--- config.mk ---
export PLATFORM = sky130hd
export DESIGN_NAME = vcmd_engine
export DESIGN_NICKNAME = d
export VERILOG_FILES = /design/src/rtl/vcmd_engine.sv
export SDC_FILE = /design/constraint.sdc
export NUM_CORES = 2
export LEC_CHECK = 0
export ABC_CLOCK_PERIOD_IN_PS = 4550
export BUFFER_PORTS_ARGS = -buffer_cell sky130_fd_sc_hd__buf_2
export CORE_ASPECT_RATIO = 1.2
export CORE_UTILIZATION = 30
export CTS_BUF_LIST = sky130_fd_sc_hd__clkbuf_2
export CTS_CLUSTER_DIAMETER = 60
export DETAILED_ROUTE_END_ITERATION = 7
export PLACE_DENSITY = 0.54
export SLEW_MARGIN = 5
export SYNTH_ARGS = -nofsm -noshare
export SYNTH_HDL_FRONTEND = slang
export SYNTH_SLANG_ARGS = --single-unit
--- constraint.sdc ---
create_clock -name clk -period 4.55 [get_ports clk]
set_input_delay 0.455 -clock clk [delete_from_list [all_inputs] [get_ports clk]]
set_output_delay 0.455 -clock clk [all_outputs]
set_load 0.1 [all_outputs]
--- src/rtl/vcmd_engine.sv ---
module vcmd_engine #(
  parameter bit STORE_EN = 1'b1,
  parameter int DATA_MAX = 32,
  parameter int REQ_W    = 8
) (
  input  logic             clk,
  input  logic             rst_n,
  input  logic             cmd_valid,
  input  logic [7:0]       cmd_data,
  output logic             rsp_valid,
  input  logic             rsp_ready,
  output logic [7:0]       rsp_data,
  output logic [7:0]       intr_status,
  output logic             invalid_cmd,
  output logic             init_pending,
  output logic             lock_flag,
  output logic             rom_bank,
  output logic [1:0]       shadow_mode,
  output logic             mbox_ready,
  output logic [7:0]       mbox_count,
  output logic [23:0]      mbox_addr,
  output logic [REQ_W-1:0] fast_req_count
);
  localparam int WR_PARAMS = DATA_MAX + 3;
  localparam int CNT_W     = $clog2(WR_PARAMS + 1);

  typedef enum logic [1:0] {S_IDLE, S_PARAM, S_EXEC} st_t;
  st_t st;

  logic [7:0]       op;
  logic [CNT_W-1:0] need, got;
  logic [7:0]       p0, p1, p2, p3;
  logic [7:0]       store [256];
  logic [7:0]       rsp_left, rsp_ptr, rsp_b0, rsp_b1;
  logic             rsp_src;

  function automatic logic [CNT_W-1:0] param_need(input logic [7:0] o);
    case (o)
      8'h22:   return CNT_W'(WR_PARAMS);
      8'h23:   return CNT_W'(3);
      8'h24:   return CNT_W'(1);
      8'h25:   return CNT_W'(4);
      8'h29:   return CNT_W'(2);
      default: return '0;
    endcase
  endfunction

  wire              idle_now = (st == S_IDLE);
  wire              exec_now = (st == S_EXEC);
  wire [CNT_W-1:0]  need_now = param_need(cmd_data);
  wire [CNT_W-1:0]  didx     = got - CNT_W'(3);
  wire [7:0]        wr_addr  = p2 + 8'(didx);
  wire              store_wr = STORE_EN && cmd_valid && (st == S_PARAM) && (op == 8'h22)
                               && (32'(got) >= 32'd3) && (32'(didx) < 32'(p1));

  assign rsp_valid = (rsp_left != 8'd0);
  assign rsp_data  = rsp_src ? store[rsp_ptr] : (rsp_ptr[0] ? rsp_b1 : rsp_b0);

  always_ff @(posedge clk)
    if (store_wr) store[wr_addr] <= cmd_data;

  always_ff @(posedge clk or negedge rst_n) begin
    if (!rst_n) begin
      st <= S_IDLE;
      op <= '0; need <= '0; got <= '0;
      p0 <= '0; p1 <= '0; p2 <= '0; p3 <= '0;
      rsp_left <= '0; rsp_ptr <= '0; rsp_b0 <= '0; rsp_b1 <= '0; rsp_src <= 1'b0;
      intr_status <= '0; invalid_cmd <= 1'b0; init_pending <= 1'b1;
      lock_flag <= 1'b0; rom_bank <= 1'b0; shadow_mode <= '0;
      mbox_ready <= 1'b0; mbox_count <= '0; mbox_addr <= '0;
      fast_req_count <= '0;
    end else begin
      case (st)
        S_IDLE: begin
          if (cmd_valid) begin
            invalid_cmd <= 1'b0;
            intr_status <= '0;
            rsp_left    <= '0;
            if (cmd_data == 8'h82) begin
              fast_req_count <= fast_req_count + 1'b1;
            end else begin
              op   <= cmd_data;
              need <= need_now;
              got  <= '0;
              st   <= (need_now == '0) ? S_EXEC : S_PARAM;
            end
          end else if (rsp_valid && rsp_ready) begin
            rsp_ptr  <= rsp_ptr + 8'd1;
            rsp_left <= rsp_left - 8'd1;
          end
        end
        S_PARAM: begin
          if (cmd_valid) begin
            case (got)
              CNT_W'(0): p0 <= cmd_data;
              CNT_W'(1): p1 <= cmd_data;
              CNT_W'(2): p2 <= cmd_data;
              CNT_W'(3): p3 <= cmd_data;
              default: ;
            endcase
            got <= got + CNT_W'(1);
            if (got == need - CNT_W'(1)) st <= S_EXEC;
          end
        end
        default: begin
          st <= S_IDLE;
          case (op)
            8'h22: if (!STORE_EN) invalid_cmd <= 1'b1;
            8'h23: begin
              if (!STORE_EN) invalid_cmd <= 1'b1;
              else begin
                rsp_left <= p1;
                rsp_ptr  <= p2;
                rsp_src  <= 1'b1;
              end
            end
            8'h24: begin
              shadow_mode <= p0[1:0];
              intr_status <= 8'h04;
            end
            8'h25: begin
              mbox_count   <= p0;
              mbox_addr    <= {p1, p2, p3};
              mbox_ready   <= 1'b1;
              init_pending <= 1'b0;
            end
            8'h26: rom_bank <= 1'b0;
            8'h27: rom_bank <= 1'b1;
            8'h28: begin
              rsp_b0 <= 8'h08; rsp_b1 <= {7'b0, lock_flag};
              rsp_left <= 8'd2; rsp_ptr <= '0; rsp_src <= 1'b0;
            end
            8'h29: if (p1 == {7'b0, lock_flag}) lock_flag <= p0[0];
            8'h2C: begin
              rsp_b0 <= 8'h00;
              rsp_left <= 8'd1; rsp_ptr <= '0; rsp_src <= 1'b0;
            end
            default: invalid_cmd <= 1'b1;
          endcase
        end
      endcase
    end
  end
endmodule

==> summary.txt <==
Status
  • Status: finished, violations left
  • Failing checks: setup timing

STA
  • Setup Skew: roughly 0.10 ns
  • Min Clock Period, post-route: 5.77 ns
  • Rel. slew slack: 0.120
  • Worst slew pin tran: around 1.3 ns
  • Final Hold Fails: 0
  • Minimum hold slack: 0.235 ns
  • Worst Slack Setup Final: -1.22 ns
  • FMAX: roughly 0.17 GHz
  • Max-slew violation count: 0
  • Final setup vio count: 8
  • Tcrit/Tclk final: 1.27
  • RSZ-0062 raised after global routing: yes

Yosys
  • Mean Syn Cell Area: between 20 and 25 um^2
  • Synth warnings: 0
  • EDFF count, synth: ~2000
  • Cell variety after synth: between 70 and 80
  • Post-Syn Area: 85200 um^2
  • Yosys reg bits: about 2200
  • Async SR Flop Fraction: 0.0549
  • Post-Syn Instances: around 4100
  • Ys flop type: edfxtp_1
  • Post-synthesis sequential area ratio: 0.757

Floorplanning
  • Placement Rows: around 210
  • Die span in y: 586 um
  • Core area: approximately 280000 um^2
  • Io pins: 76
  • Chip Width: just under 500 um
  • Die footprint: 286000 um^2
  • Starting density of the core: 0.303

GRT
  • Overflow after GRT: 0
  • Antenna violations before repair: 8
  • Total track usage: 0.172
  • Largest net degree at the start of global routing: about 170
  • First-pass GRT wire length: ~350000 um
  • Vias in the first global route: around 48000

Layout
  • Share of layout cells above drive strength 1: 0.403
  • Layout Utilization: 0.357
  • Nets@finish: just over 5000
  • Area grow syn2layout: 17.8%
  • Fillers: between 20000 and 30000
  • Post-Layout Cell Count: approximately 9200
  • Final Cell Area: 100000 um^2

Routing
  • Drt first-iter violations: around 4600
  • Drc violations: 0
  • Via/cell ratio: between 5 and 6
  • Pre-antenna DRT Iters: 6
  • DRT antenna net count: 0
  • Post-DR wirelength/cell: between 20 and 30 um
  • Via count: ~46000
  • Routed Wire Length: approximately 250000 um

Power
  • Tot Pwr: 54.4 mW
  • Peak supply drop: 0.361 mV
  • Static Leak: around 34 nW
  • Pwr per Cell Area: approximately 540 nW/um^2

CTS
  • CTS tree: done
  • Root Driver: clkbuf_2
  • Clock transition at the registers of the reported paths: ~0.11 ns
  • Max Root-Sink Buffers: 4
  • Num Clock Sinks: between 2000 and 2500
  • Clk_lat worst skew: 1.87 ns
  • H-tree levels: 6
  • Total CTS buffers: 569

Worst setup path
  • Critical path endpoint category: output port
  • CP max stage cell: mux4_2
  • Critical path type: reg2out
  • Most frequent CP cell: buf_12
  • Crit-path cells: buf_12, buf_8, buf_16, mux4_2, mux2_2, or3_1, o211ai_1, a31o_2, a21oi_1, or3_4, buf_12
  • Worst Path Buf+Inv: 4
  • Worst setup SP type: register
  • Crit path DAT: roughly 5.3 ns
  • Critical path's largest stage delay: 0.54 ns
  • Required time of the worst setup path: between 4 and 5 ns
  • Cell family with most CP delay: multiplexers
  • Crit path max fanout: 8

Placed design
  • DP Cell Count: roughly 8200
  • Detailed Place HPWL: 157000 um
  • Placed cell area: approximately 93000 um^2
  • Final RePlAce weighted congestion: around 0.87
  • IO buf count: roughly 70

Job
  • Total of max-cap violations: 0

Min path
  • Hold Path Class: in2reg
path summary, 6_finish.rpt:
check / from / endpoint / slack [ns] / cells past startpoint
min in group asynchronous: rst_n / op[6] / 0.85 / 6
worst min register to register: mbox_ready / mbox_ready / 0.47 / 1
worst max register to register: got[0] / store[114][2] / 0.28 / 11
worst max-delay path: rsp_ptr[0] / rsp_data[1] / -1.22 / 11
max in group asynchronous: rst_n / got[4] / 2.89 / 7
worst min-delay path: cmd_data[1] / store[54][1] / 0.23 / 4
synthesized netlist by cell type, types with 7 or more instances:
cell      instances  area, um^2
buf_1            14        52.6
a22oi_1          65         488
and3_1            9        56.3
o21ai_0          60         300
nand4_1           7        43.8
nor3_1           14        70.1
dfrtp_1         118        2950
xnor2_1          15         131
or3_1             8        50.1
clkbuf_1        119         447
o22ai_1          13        81.3
edfxtp_1       2048       61500
buf_4            36         270
a221oi_1         21         184
mux2_2           77         867
nor2_1          327        1230
nand2_1         150         563
a21oi_1          69         345
buf_2            46         230
o21a_1            8        60.1
buf_6            17         191
inv_1            28         105
xor2_1           14         123
a22o_1            7        61.3
nor2b_1          11        68.8
ha_1             22         275
a31oi_1          12        75.1
mux4_2          556       12500
nand3_1          13        65.1
o211ai_1          8        60.1
mux2i_1          88         881
o221ai_1         10        87.6
through the flow:
| stage | setup WS, ns | setup TNS (ns) |
|---|---|---|
| final | -1.22 | -9.05 |
| after CTS | -1.39 | -10.68 |
| after detailed placement | -0.126 | -0.126 |
| after global placement | -0.143 | -0.143 |
| after floorplan | 0.0973 | 0 |
| after global routing | -1.29 | -9.93 |
cells in the final DEF (no fill, tap or decap), types with 14 or more instances in the layout:
cell type and instances:
buf_16 25, a22oi_1 48, clkinv_1 70, xnor2_1 15, dfrtp_1 113, inv_2 15, edfxtp_1 2048, nor2_1 321
buf_12 48, nand2_1 148, o21ai_0 57, a21oi_1 55, mux2i_1 81, ha_1 22, a22oi_2 17, xor2_1 14
buf_2 51, buf_8 15, mux2_2 77, dlygate4sd3_1 32, mux4_2 556, a221oi_1 14, buf_4 445, inv_1 27
clkbuf_2 808
routing by layer:
metal  vias to the layer above  part of all wire  global-route usage
li1                      19216                 -                   -
met1                     24631              0.40               0.222
met2                      1991              0.50               0.286
met3                       435             0.069              0.0338
met4                         4             0.035              0.0687
met5                         -           0.00013                   0
state kept, by name (all words and copies together) (netlist names), 2 cells and up:
name            flops
store            2048
mbox_addr          24
fast_req_count      8
mbox_count          8
op                  8
p0                  8
p1                  8
p2                  8
p3                  8
rsp_left            8
rsp_ptr             8
got                 6
need                4
shadow_mode         2
st                  2
cells by family after synthesis:
group	Yosys count	synth area share
other cells	1	0.0000440
fa+ha+maj	23	0.00347
mux	721	0.168
xor+xnor	29	0.00298
compound gates	320	0.0251
buf+inv	261	0.0154
simple gates	579	0.0287
flops	2167	0.757
repair_timing:
action                                  in CTS  in global routing
endpoints found under the setup margin       8                 18
resized for setup                          121                 44
hold endpoints to repair                  2243                  0
gates cloned                                13                  3
hold buffers                                40                  0
pin swaps                                   13                 10
setup buffers                               26                 26
tightest hold or removal path, delay by kind of cell:
family	cells	cell delay (ns)
buffers and inverters	4	1.47
layout make-up:
class	count	area (um^2)	area share
sequential	2167	64500	0.643
multi-input combinational	1679	19900	0.199
timing repair buffer	640	6300	0.0627
tap	3762	4710	0.0469
clock buffer	808	4040	0.0403
clock inverter	111	761	0.00758
inverter	28	113	0.00112
antenna	6	15.0	0.000150
power by group:
| group | switching (mW) | internal (mW) | total (mW) |
|---|---|---|---|
| Clock | 7.83 | 5.37 | 13.2 |
| Sequential | 0.226 | 21.9 | 22.1 |
| Combinational | 10.6 | 8.48 | 19.1 |
No activity file was read; power rests on OpenSTA's default activity.
